`src/rtl/mesif_pkg.sv`:
```
package mesif_pkg;
  typedef enum logic [2:0] {
    ST_I = 3'd0,
    ST_S = 3'd1,
    ST_E = 3'd2,
    ST_M = 3'd3,
    ST_F = 3'd4
  } mesif_t;

  typedef enum logic [1:0] {
    OP_NONE = 2'd0,
    OP_RD   = 2'd1,
    OP_RFO  = 2'd2,
    OP_UPG  = 2'd3
  } bus_op_t;

  localparam int ST_W = 3;
endpackage

```
`src/rtl/mesif_rr_arb.sv`:
```
module mesif_rr_arb #(
  parameter int N  = 3,
  parameter int CW = 2
) (
  input  logic          clk,
  input  logic          rst_n,
  input  logic [N-1:0]  req,
  output logic [N-1:0]  gnt,
  output logic [CW-1:0] gnt_id,
  output logic          gnt_any
);
  logic [CW-1:0] ptr_q, ptr_d;
  logic          ptr_en;

  always_comb begin
    gnt     = '0;
    gnt_id  = '0;
    gnt_any = 1'b0;
    for (int off = 0; off < N; off++) begin
      int idx;
      idx = (int'(ptr_q) + off) % N;
      if (!gnt_any && req[idx]) begin
        gnt_any  = 1'b1;
        gnt_id   = CW'(idx);
        gnt[idx] = 1'b1;
      end
    end
    ptr_en = gnt_any;
    ptr_d  = (int'(gnt_id) == N - 1) ? '0 : gnt_id + 1'b1;
  end

  always_ff @(posedge clk or negedge rst_n) begin
    if (!rst_n)      ptr_q <= '0;
    else if (ptr_en) ptr_q <= ptr_d;
  end
endmodule

```
`src/rtl/mesif_cache_ctl.sv`:
```
module mesif_cache_ctl
  import mesif_pkg::*;
#(
  parameter int NLINE = 4,
  parameter int LW    = 2,
  parameter int CW    = 2,
  parameter int ID    = 0
) (
  input  logic                  clk,
  input  logic                  rst_n,
  input  logic                  grant,
  input  logic                  req_write,
  input  logic [LW-1:0]         req_line,
  input  logic                  others_hold,
  input  logic                  bus_valid,
  input  logic [1:0]            bus_op,
  input  logic [LW-1:0]         bus_line,
  input  logic [CW-1:0]         bus_src,
  output logic [1:0]            need_op,
  output logic                  snoop_hit,
  output logic                  snoop_sup,
  output logic                  snoop_wb,
  output logic [NLINE*ST_W-1:0] states
);
  localparam logic [CW-1:0] MY_ID = CW'(ID);

  mesif_t st_q [NLINE];
  mesif_t st_d [NLINE];
  mesif_t own_st, snp_st;
  logic   snoop_v, data_op, upd_en;

  always_comb begin
    own_st = st_q[req_line];
    if (req_write)
      need_op = (own_st == ST_I) ? OP_RFO :
                ((own_st == ST_S || own_st == ST_F) ? OP_UPG : OP_NONE);
    else
      need_op = (own_st == ST_I) ? OP_RD : OP_NONE;

    snoop_v   = bus_valid && (bus_src != MY_ID);
    snp_st    = st_q[bus_line];
    data_op   = (bus_op == OP_RD) || (bus_op == OP_RFO);
    snoop_hit = snoop_v && (snp_st != ST_I);
    snoop_sup = snoop_v && data_op &&
                (snp_st == ST_M || snp_st == ST_E || snp_st == ST_F);
    snoop_wb  = snoop_v && data_op && (snp_st == ST_M);
  end

  always_comb begin
    upd_en = grant || snoop_v;
    for (int l = 0; l < NLINE; l++) begin
      st_d[l] = st_q[l];
      if (snoop_v && (int'(bus_line) == l)) begin
        if (bus_op == OP_RD) begin
          if (st_q[l] != ST_I) st_d[l] = ST_S;
        end else begin
          st_d[l] = ST_I;
        end
      end
      if (grant && (int'(req_line) == l)) begin
        if (req_write)             st_d[l] = ST_M;
        else if (st_q[l] == ST_I)  st_d[l] = others_hold ? ST_F : ST_E;
      end
    end
  end

  always_ff @(posedge clk or negedge rst_n) begin
    if (!rst_n) begin
      for (int l = 0; l < NLINE; l++) st_q[l] <= ST_I;
    end else if (upd_en) begin
      for (int l = 0; l < NLINE; l++) st_q[l] <= st_d[l];
    end
  end

  always_comb begin
    for (int l = 0; l < NLINE; l++) states[l*ST_W +: ST_W] = st_q[l];
  end
endmodule

```
`src/rtl/mesif_coh_top.sv`:
```
module mesif_coh_top
  import mesif_pkg::*;
#(
  parameter int NCACHE = 3,
  parameter int NLINE  = 4,
  localparam int CW = (NCACHE > 1) ? $clog2(NCACHE) : 1,
  localparam int LW = (NLINE > 1) ? $clog2(NLINE) : 1
) (
  input  logic                        clk,
  input  logic                        rst_n,
  input  logic [NCACHE-1:0]           req_valid,
  input  logic [NCACHE-1:0]           req_write,
  input  logic [NCACHE*LW-1:0]        req_line,
  output logic [NCACHE-1:0]           req_done,
  output logic                        bus_valid,
  output logic [1:0]                  bus_op,
  output logic [CW-1:0]               bus_src,
  output logic [LW-1:0]               bus_line,
  output logic                        sup_valid,
  output logic [CW-1:0]               sup_src,
  output logic                        mem_rd,
  output logic                        wb_valid,
  output logic [CW-1:0]               wb_src,
  output logic [NCACHE*NLINE*3-1:0]   line_state
);
  localparam int SLICE = NLINE * ST_W;

  logic [1:0]    rsync_q;
  logic          rst_int_n;
  logic [NCACHE-1:0] gnt_vec, hit_vec, sup_vec, wb_vec;
  logic [CW-1:0] gnt_id;
  logic          gnt_any, others_hold;
  logic [1:0]    need_op  [NCACHE];
  logic [LW-1:0] line_arr [NCACHE];

  always_ff @(posedge clk or negedge rst_n) begin
    if (!rst_n) rsync_q <= 2'b00;
    else        rsync_q <= {rsync_q[0], 1'b1};
  end
  assign rst_int_n = rsync_q[1];

  mesif_rr_arb #(.N(NCACHE), .CW(CW)) u_arb (
    .clk(clk), .rst_n(rst_int_n), .req(req_valid),
    .gnt(gnt_vec), .gnt_id(gnt_id), .gnt_any(gnt_any)
  );

  always_comb begin
    bus_op    = gnt_any ? need_op[gnt_id] : OP_NONE;
    bus_valid = (bus_op != OP_NONE);
    bus_src   = gnt_id;
    bus_line  = line_arr[gnt_id];
    others_hold = |hit_vec;
    sup_valid = |sup_vec;
    wb_valid  = |wb_vec;
    mem_rd    = bus_valid && (bus_op != OP_UPG) && !sup_valid;
    sup_src   = '0;
    wb_src    = '0;
    for (int i = 0; i < NCACHE; i++) begin
      if (sup_vec[i]) sup_src = CW'(i);
      if (wb_vec[i])  wb_src  = CW'(i);
    end
  end
  assign req_done = gnt_vec;

  for (genvar i = 0; i < NCACHE; i++) begin : g_cache
    assign line_arr[i] = req_line[i*LW +: LW];
    mesif_cache_ctl #(.NLINE(NLINE), .LW(LW), .CW(CW), .ID(i)) u_ctl (
      .clk(clk), .rst_n(rst_int_n), .grant(gnt_vec[i]),
      .req_write(req_write[i]), .req_line(line_arr[i]),
      .others_hold(others_hold), .bus_valid(bus_valid), .bus_op(bus_op),
      .bus_line(bus_line), .bus_src(bus_src), .need_op(need_op[i]),
      .snoop_hit(hit_vec[i]), .snoop_sup(sup_vec[i]), .snoop_wb(wb_vec[i]),
      .states(line_state[i*SLICE +: SLICE])
    );
  end
endmodule

```
`config.mk`:
```
export PLATFORM = sky130hd
export DESIGN_NAME = mesif_coh_top
export DESIGN_NICKNAME = d
export VERILOG_FILES = /design/src/rtl/mesif_pkg.sv /design/src/rtl/mesif_rr_arb.sv /design/src/rtl/mesif_cache_ctl.sv /design/src/rtl/mesif_coh_top.sv
export SDC_FILE = /design/constraint.sdc
export NUM_CORES = 1
export LEC_CHECK = 0
export ABC_AREA = 1
export BUFFER_PORTS_ARGS = -buffer_cell sky130_fd_sc_hd__buf_2
export CAP_MARGIN = 25
export CORE_MARGIN = 2
export CORE_UTILIZATION = 40
export DETAILED_ROUTE_END_ITERATION = 12
export SETUP_SLACK_MARGIN = 0.05
export SYNTH_ARGS = -nofsm -noshare
export SYNTH_HDL_FRONTEND = slang
export SYNTH_SLANG_ARGS = --single-unit
```
`constraint.sdc`:
```
create_clock -name clk -period 4.6 [get_ports clk]
set_input_delay 0.23 -clock clk [delete_from_list [all_inputs] [get_ports clk]]
set_output_delay 0.23 -clock clk [all_outputs]
set_load 0.01 [all_outputs]
```
==> flow_summary.json, run 1 <==
{
  "grt_util_met3_pct": 3.37,
  "path_cells": "inv_1, ha_1, nand3_1, inv_2, a21oi_2, nand4_2, nand2_4, nor2_8, inv_1, nor2_1, nor4_4, inv_1, ha_1, nor2_1, inv_1, nor2_1, inv_1, nor3_1, nor2_1, nand3_1, nor2_1, buf_2",
  "clock_latency_ps": 300,
  "cpMaxStageDelayCell": "dfrtp_1",
  "avgSynthCellArea_um2": 6.21,
  "finalHoldViolations": 0,
  "fin_tns_setup_ps": 0,
  "post-route-period-util_pct": 88.8,
  "gr-max-usage-layer": "met2",
  "slew_violations": 0,
  "ios": 67,
  "synthDistinctLibCells": 38,
  "crit_path_start_kind": "flip-flop",
  "ys_seq_area_share_pct": 27.6,
  "nets": 668,
  "period_needed_ps": 4080,
  "critPathKind": "flip-flop to primary output",
  "gp_congestion": 1.00,
  "grt_pass1_wl_um": 18400,
  "ys_top_cells_by_area": "dfrtp_1 (28%), nand2_1 (14%), inv_1 (11%), nand3_1 (7.2%), nor2_1 (7.1%)",
  "synth_area_um2": 3630,
  "fp.coreArea_um2": 8760,
  "end_kind": "primary output",
  "rsz0062_at_grt": "no",
  "die-area_um2": 9850,
  "grt_max_degree": 39,
  "grt_pass1_vias": 3715,
  "overflow": 0,
  "drtIter0Drc": 383,
  "antenna_found_initial": 0,
  "finalSetupViolCount": 0,
  "layout_commonest_cell": "nand2_1",
  "worst-endpoint-arrival_ps": 3850,
  "critPathBufInv": 7,
  "detail_route.wl_per_cell_um": 14.8,
  "post_cts.repair.setup_buffers": 0,
  "cts_tree": "done",
  "max-slew-margin-rel_pct": 54.8,
  "grt_use_total_pct": 23.3,
  "drive_above_1_share_pct": 17.1,
  "cp_max_fo": 7,
  "path_clk_slew_ps": 80,
  "max_cap_viol_count": 0,
  "ys_ff_latch": 40,
  "fmax_ghz": 0.245,
  "cts_max_path_buffers": 2,
  "yosysWarnings": 0,
  "die_w_um": 99.2,
  "cp_top_family": "simple AND/OR/NAND/NOR gates",
  "cts_buffers": 5,
  "dp_hpwl_um": 8700,
  "h-tree-depth": 2,
  "mostFrequentLayoutCells": "nand2_1 (136), inv_1 (107), nor2_1 (69)",
  "cts.sinks": 40,
  "status": "finished, final reports clean",
  "portBuffers": 66,
  "synth_nets": 604,
  "drtPass1Iterations": 5,
  "netlist.area_leader.share_pct": 27.6,
  "hold_class": "input pin to asynchronous set/reset pin",
  "synth_largest_area_cell": "dfrtp_1",
  "num_vias": 4034,
  "synth_cells": 584,
  "syn_to_final_growth_pct": 14.4,
  "cp.required_ps": 4370,
  "fin_worst_skew_ps": 11.6,
  "clock-root-buffer": "clkbuf_8",
  "tightest_slew_ps": 678,
  "wirelength_um": 11200,
  "vias_per_cell": 5.33,
  "rows": 34,
  "grt.met1_usage_pct": 32.5,
  "ant_nets": 0,
  "die_h_um": 99.2,
  "diodes": 0,
  "worst_path_largest_cell_delay_ps": 400,
  "start_util_pct": 41.4,
  "drc": 0,
  "globalRouteMet2Util_pct": 37.7
}
## final cells by class
class	count	area [um^2]
clock inverter	2	35.0
timing repair buffer	69	355
inverter	115	434
fill	915	4610
multi-input combinational	417	2120
tap	108	135
sequential	40	1000
clock buffer	6	72.6
## metal layers
layer  wire, um  share of wire [%]
met1       5160                 46
met3        667                5.9
met4        222                2.0
met5          0                  0
met2       5190                 46
## flip-flops by register name, indices dropped and copies added, names as in the netlist
name and count:
g_cache.u_ctl.states 36, rsync_q 2, u_arb.ptr_q 2
## final timing paths
check	from	endpoint	slack, ps	cells after the start
max	u_arb.ptr_q[0]	mem_rd	520	22
min	rst_n	rsync_q[1]	240	2
max reg2reg	u_arb.ptr_q[0]	g_cache[1].u_ctl.states[5]	840	21
min reg2reg	rsync_q[1]	g_cache[1].u_ctl.states[6]	310	1
max in group asynchronous	rsync_q[1]	g_cache[1].u_ctl.states[9]	3910	1
min in group clk	req_write[1]	g_cache[1].u_ctl.states[10]	270	3
## metrics by stage
| stage | cells | util, % | setup WS (ps) | hold slack, ps | cell area, um^2 |
|---|---|---|---|---|---|
| 2_1_floorplan | 584 | - | 932 | -65.6 | 3630 |
| 3_3_place_gp | 748 | 45.8 | 745 | 14.9 | 4020 |
| 3_5_place_dp | 748 | 45.8 | 560 | 17.0 | 4020 |
| 4_1_cts | 757 | 47.2 | 216 | 223 | 4130 |
| 5_1_grt | 757 | 47.4 | 136 | 223 | 4150 |
| 6_report | 757 | 47.4 | 517 | 239 | 4150 |
## logic make-up (layout without fill, tap and decap cells)
| family | after synthesis | count (layout) | share of synthesized area, % |
|---|---|---|---|
| adder cells (fa/ha/maj) | 6 | 6 | 2.07 |
| buffers and inverters | 127 | 192 | 14.6 |
| other | 1 | 1 | 0.103 |
| AO/OA/AOI/OAI | 102 | 102 | 17.1 |
| flip-flops | 40 | 40 | 27.6 |
| AND/OR/NAND/NOR | 308 | 308 | 38.6 |
## cell usage after synthesis, drive strengths merged
library cell	n
o2bb2ai	1
o211ai	6
a221oi	5
dfrtp	40
a31oi	1
conb	1
o221ai	7
nand2	153
clkinv	1
o22ai	11
buf	10
ha	6
nand3	53
nor3	14
inv	114
nor4	1
clkbuf	2
nor3b	2
o21a	3
a21oi	19
or2	1
nor2	72
a22oi	5
nand3b	7
nand4	5
o21ai	44
## timing repair
item / in CTS / in global routing
gates resized for setup: 0 / 3
hold buffers: 1 / 0
endpoints found under the hold margin: 2 / 0
setup endpoints to repair: 0 / 7
Power of run 1 is left out: the tool's default activity adds up to more than one toggle a clock period on the data nets, which glitch-free logic cannot reach.
==> run 2: changes to the inputs <==
- CTS_BUF_LIST: default -> sky130_fd_sc_hd__clkbuf_4 sky130_fd_sc_hd__clkbuf_8 sky130_fd_sc_hd__clkbuf_16
- SYNTH_HIERARCHICAL: default -> 1
==> flow_summary.json, run 2 <==
{
  "drive_above_1_share_pct": 18.4,
  "cts_tree": "done",
  "rows": 35,
  "synth_largest_area_cell": "dfrtp_1",
  "post_cts.repair.setup_buffers": 0,
  "cts_max_path_buffers": 2,
  "die_h_um": 102,
  "portBuffers": 66,
  "status": "finished, final reports clean",
  "cp_max_fo": 10,
  "critPathKind": "flip-flop to primary output",
  "clock_latency_ps": 290,
  "synth_edf_count": 0,
  "cts.sinks": 40,
  "yosysMostFrequentCell": "nand2_1",
  "drc": 0,
  "diodes": 0,
  "end_kind": "primary output",
  "layout_commonest_cell": "nand2_1",
  "antenna_found_initial": 0,
  "overflow": 0,
  "die-area_um2": 10400,
  "hold_class": "flip-flop to asynchronous set/reset pin",
  "synth_cells": 628,
  "multi_input_area_um2": 2410,
  "ant_nets": 0,
  "nets": 719,
  "rsz0062_at_grt": "no",
  "finalSetupViolCount": 0,
  "period_needed_ps": 4180,
  "ys_ff_latch": 40,
  "path_clk_slew_ps": 80,
  "fin_worst_skew_ps": 4.86,
  "num_vias": 4335,
  "cts_buffers": 5,
  "synthDistinctLibCells": 37,
  "h-tree-depth": 2,
  "start_util_pct": 41.4,
  "tightest_slew_ps": 842,
  "wirelength_um": 11700,
  "max-slew-margin-rel_pct": 43.9,
  "grt_pass1_wl_um": 19000,
  "fin_util_pct": 47.2,
  "grt_use_total_pct": 23.0,
  "clock-root-buffer": "clkbuf_8",
  "mostFrequentLayoutCells": "nand2_1 (189), nand3_1 (88), inv_1 (82)",
  "vias_per_cell": 5.25,
  "synth_area_um2": 3830,
  "max_cap_viol_count": 0,
  "finalHoldViolations": 0,
  "final_cells": 826,
  "syn_to_final_growth_pct": 14.0,
  "grt_pass1_vias": 4072,
  "synth_nets": 650,
  "dp_hpwl_um": 9130,
  "ios": 67,
  "grt_max_degree": 28,
  "gp_congestion": 0.906,
  "ys_top_cells_by_area": "dfrtp_1 (26%), nand2_1 (19%), nand3_1 (12%), inv_1 (8.0%), nor2_1 (5.7%)",
  "largest_reg_flops": 36,
  "drtIter0Drc": 240,
  "avgSynthCellArea_um2": 6.09,
  "fmax_ghz": 0.239,
  "crit_path_start_kind": "flip-flop",
  "synth_flop_cell": "dfrtp_1",
  "synth-async-reset-ratio_pct": 100,
  "slew_violations": 0,
  "fp.coreArea_um2": 9240,
  "detail_route.wl_per_cell_um": 14.2,
  "synth_common_cells": "nand2_1 (189), nand3_1 (88), inv_1 (82), nor2_1 (58), dfrtp_1 (40)",
  "drtPass1Iterations": 5,
  "fin_tns_setup_ps": 0,
  "die_w_um": 102,
  "post-route-period-util_pct": 90.9,
  "fillers": 983,
  "fin_hold_ws_ps": 209,
  "yosysWarnings": 6,
  "regArea_um2": 1000,
  "netlist.area_leader.share_pct": 26.2,
  "dp.cells": 818,
  "ctsResizeCount": 0,
  "cp.required_ps": 4370,
  "ys_seq_area_share_pct": 26.2,
  "worst-endpoint-arrival_ps": 3950
}
[run 2: cell count changes in the layout (fill, tap and decap cells not counted), moves of 9 or more]
cell	previous run	this run
nand2_1	136	189
inv_1	107	82
nor2_2	2	11
nand4_1	3	14
o21ai_0	32	17
nor2_1	69	58
nand3_1	52	88
[run 2: final cells by class]
class | count | share of cell area [%]
clock buffers | 5 | 1.58
clock inverters | 2 | 0.287
inverters | 92 | 7.98
multi-input cells | 488 | 55.2
flip-flops and latches | 40 | 23.0
well taps | 129 | 3.70
repair buffers | 70 | 8.32
[run 2: critical path: stages (launching register included)]
cell and delay, ps:
dfrtp_1 380, inv_1 90, ha_1 380, inv_2 160
nor2_1 60, a21oi_1 270, nand3_2 150, nand2_2 200
inv_2 110, nand2_1 70, nand3_1 80, a21oi_1 360
inv_1 80, ha_1 270, or2_2 300, nand3b_1 180
nor2_1 240, or3_1 160, buf_2 120
[run 2: cells by family after synthesis]
group	share of synthesized area, %
DFF	26.2
AOI/OAI and AO/OA	10.7
and+or+nand+nor	49.5
buffers and inverters	11.0
other	0.0980
adders and majority gates	2.62
[run 2: layer usage]
layer / vias to the layer above / global-route usage [%] / routed length, um
met5: - / 0 / 0
met4: 0 / 6.13 / 130
met3: 13 / 2.42 / 525
met2: 140 / 39.7 / 5650
met1: 1997 / 30.7 / 5410
li1: 2185 / - / -
[run 2: worst paths after layout]
check,depth (start not counted),end,slack (ps),start
worst max-delay path,18,wb_valid,420,u_arb/ptr_q[0]
worst min-delay path,0,g_cache[0].u_ctl/states[6],210,rsync_q[1]
worst max register to register,24,g_cache[1].u_ctl/states[5],520,u_arb/ptr_q[0]
worst min register to register,0,g_cache[0].u_ctl/states[6],210,rsync_q[1]
max in group asynchronous,1,g_cache[1].u_ctl/states[4],3610,rsync_q[1]
min in group clk,3,g_cache[1].u_ctl/states[10],260,req_write[1]
[run 2: timing repair]
action                                  in CTS  in global routing
hold buffers                                 1                  0
endpoints found under the setup margin       0                  0
hold endpoints to repair                     2                  0
[run 2: stage by stage]
step                worst slack [ps]  area (um^2)
global placement                 656         4270
detailed placement               585         4270
finish                           420         4360
floorplan                       84.5         3830
CTS                              444         4360
global route                     107         4360
Power of run 2 is left out for the same reason.
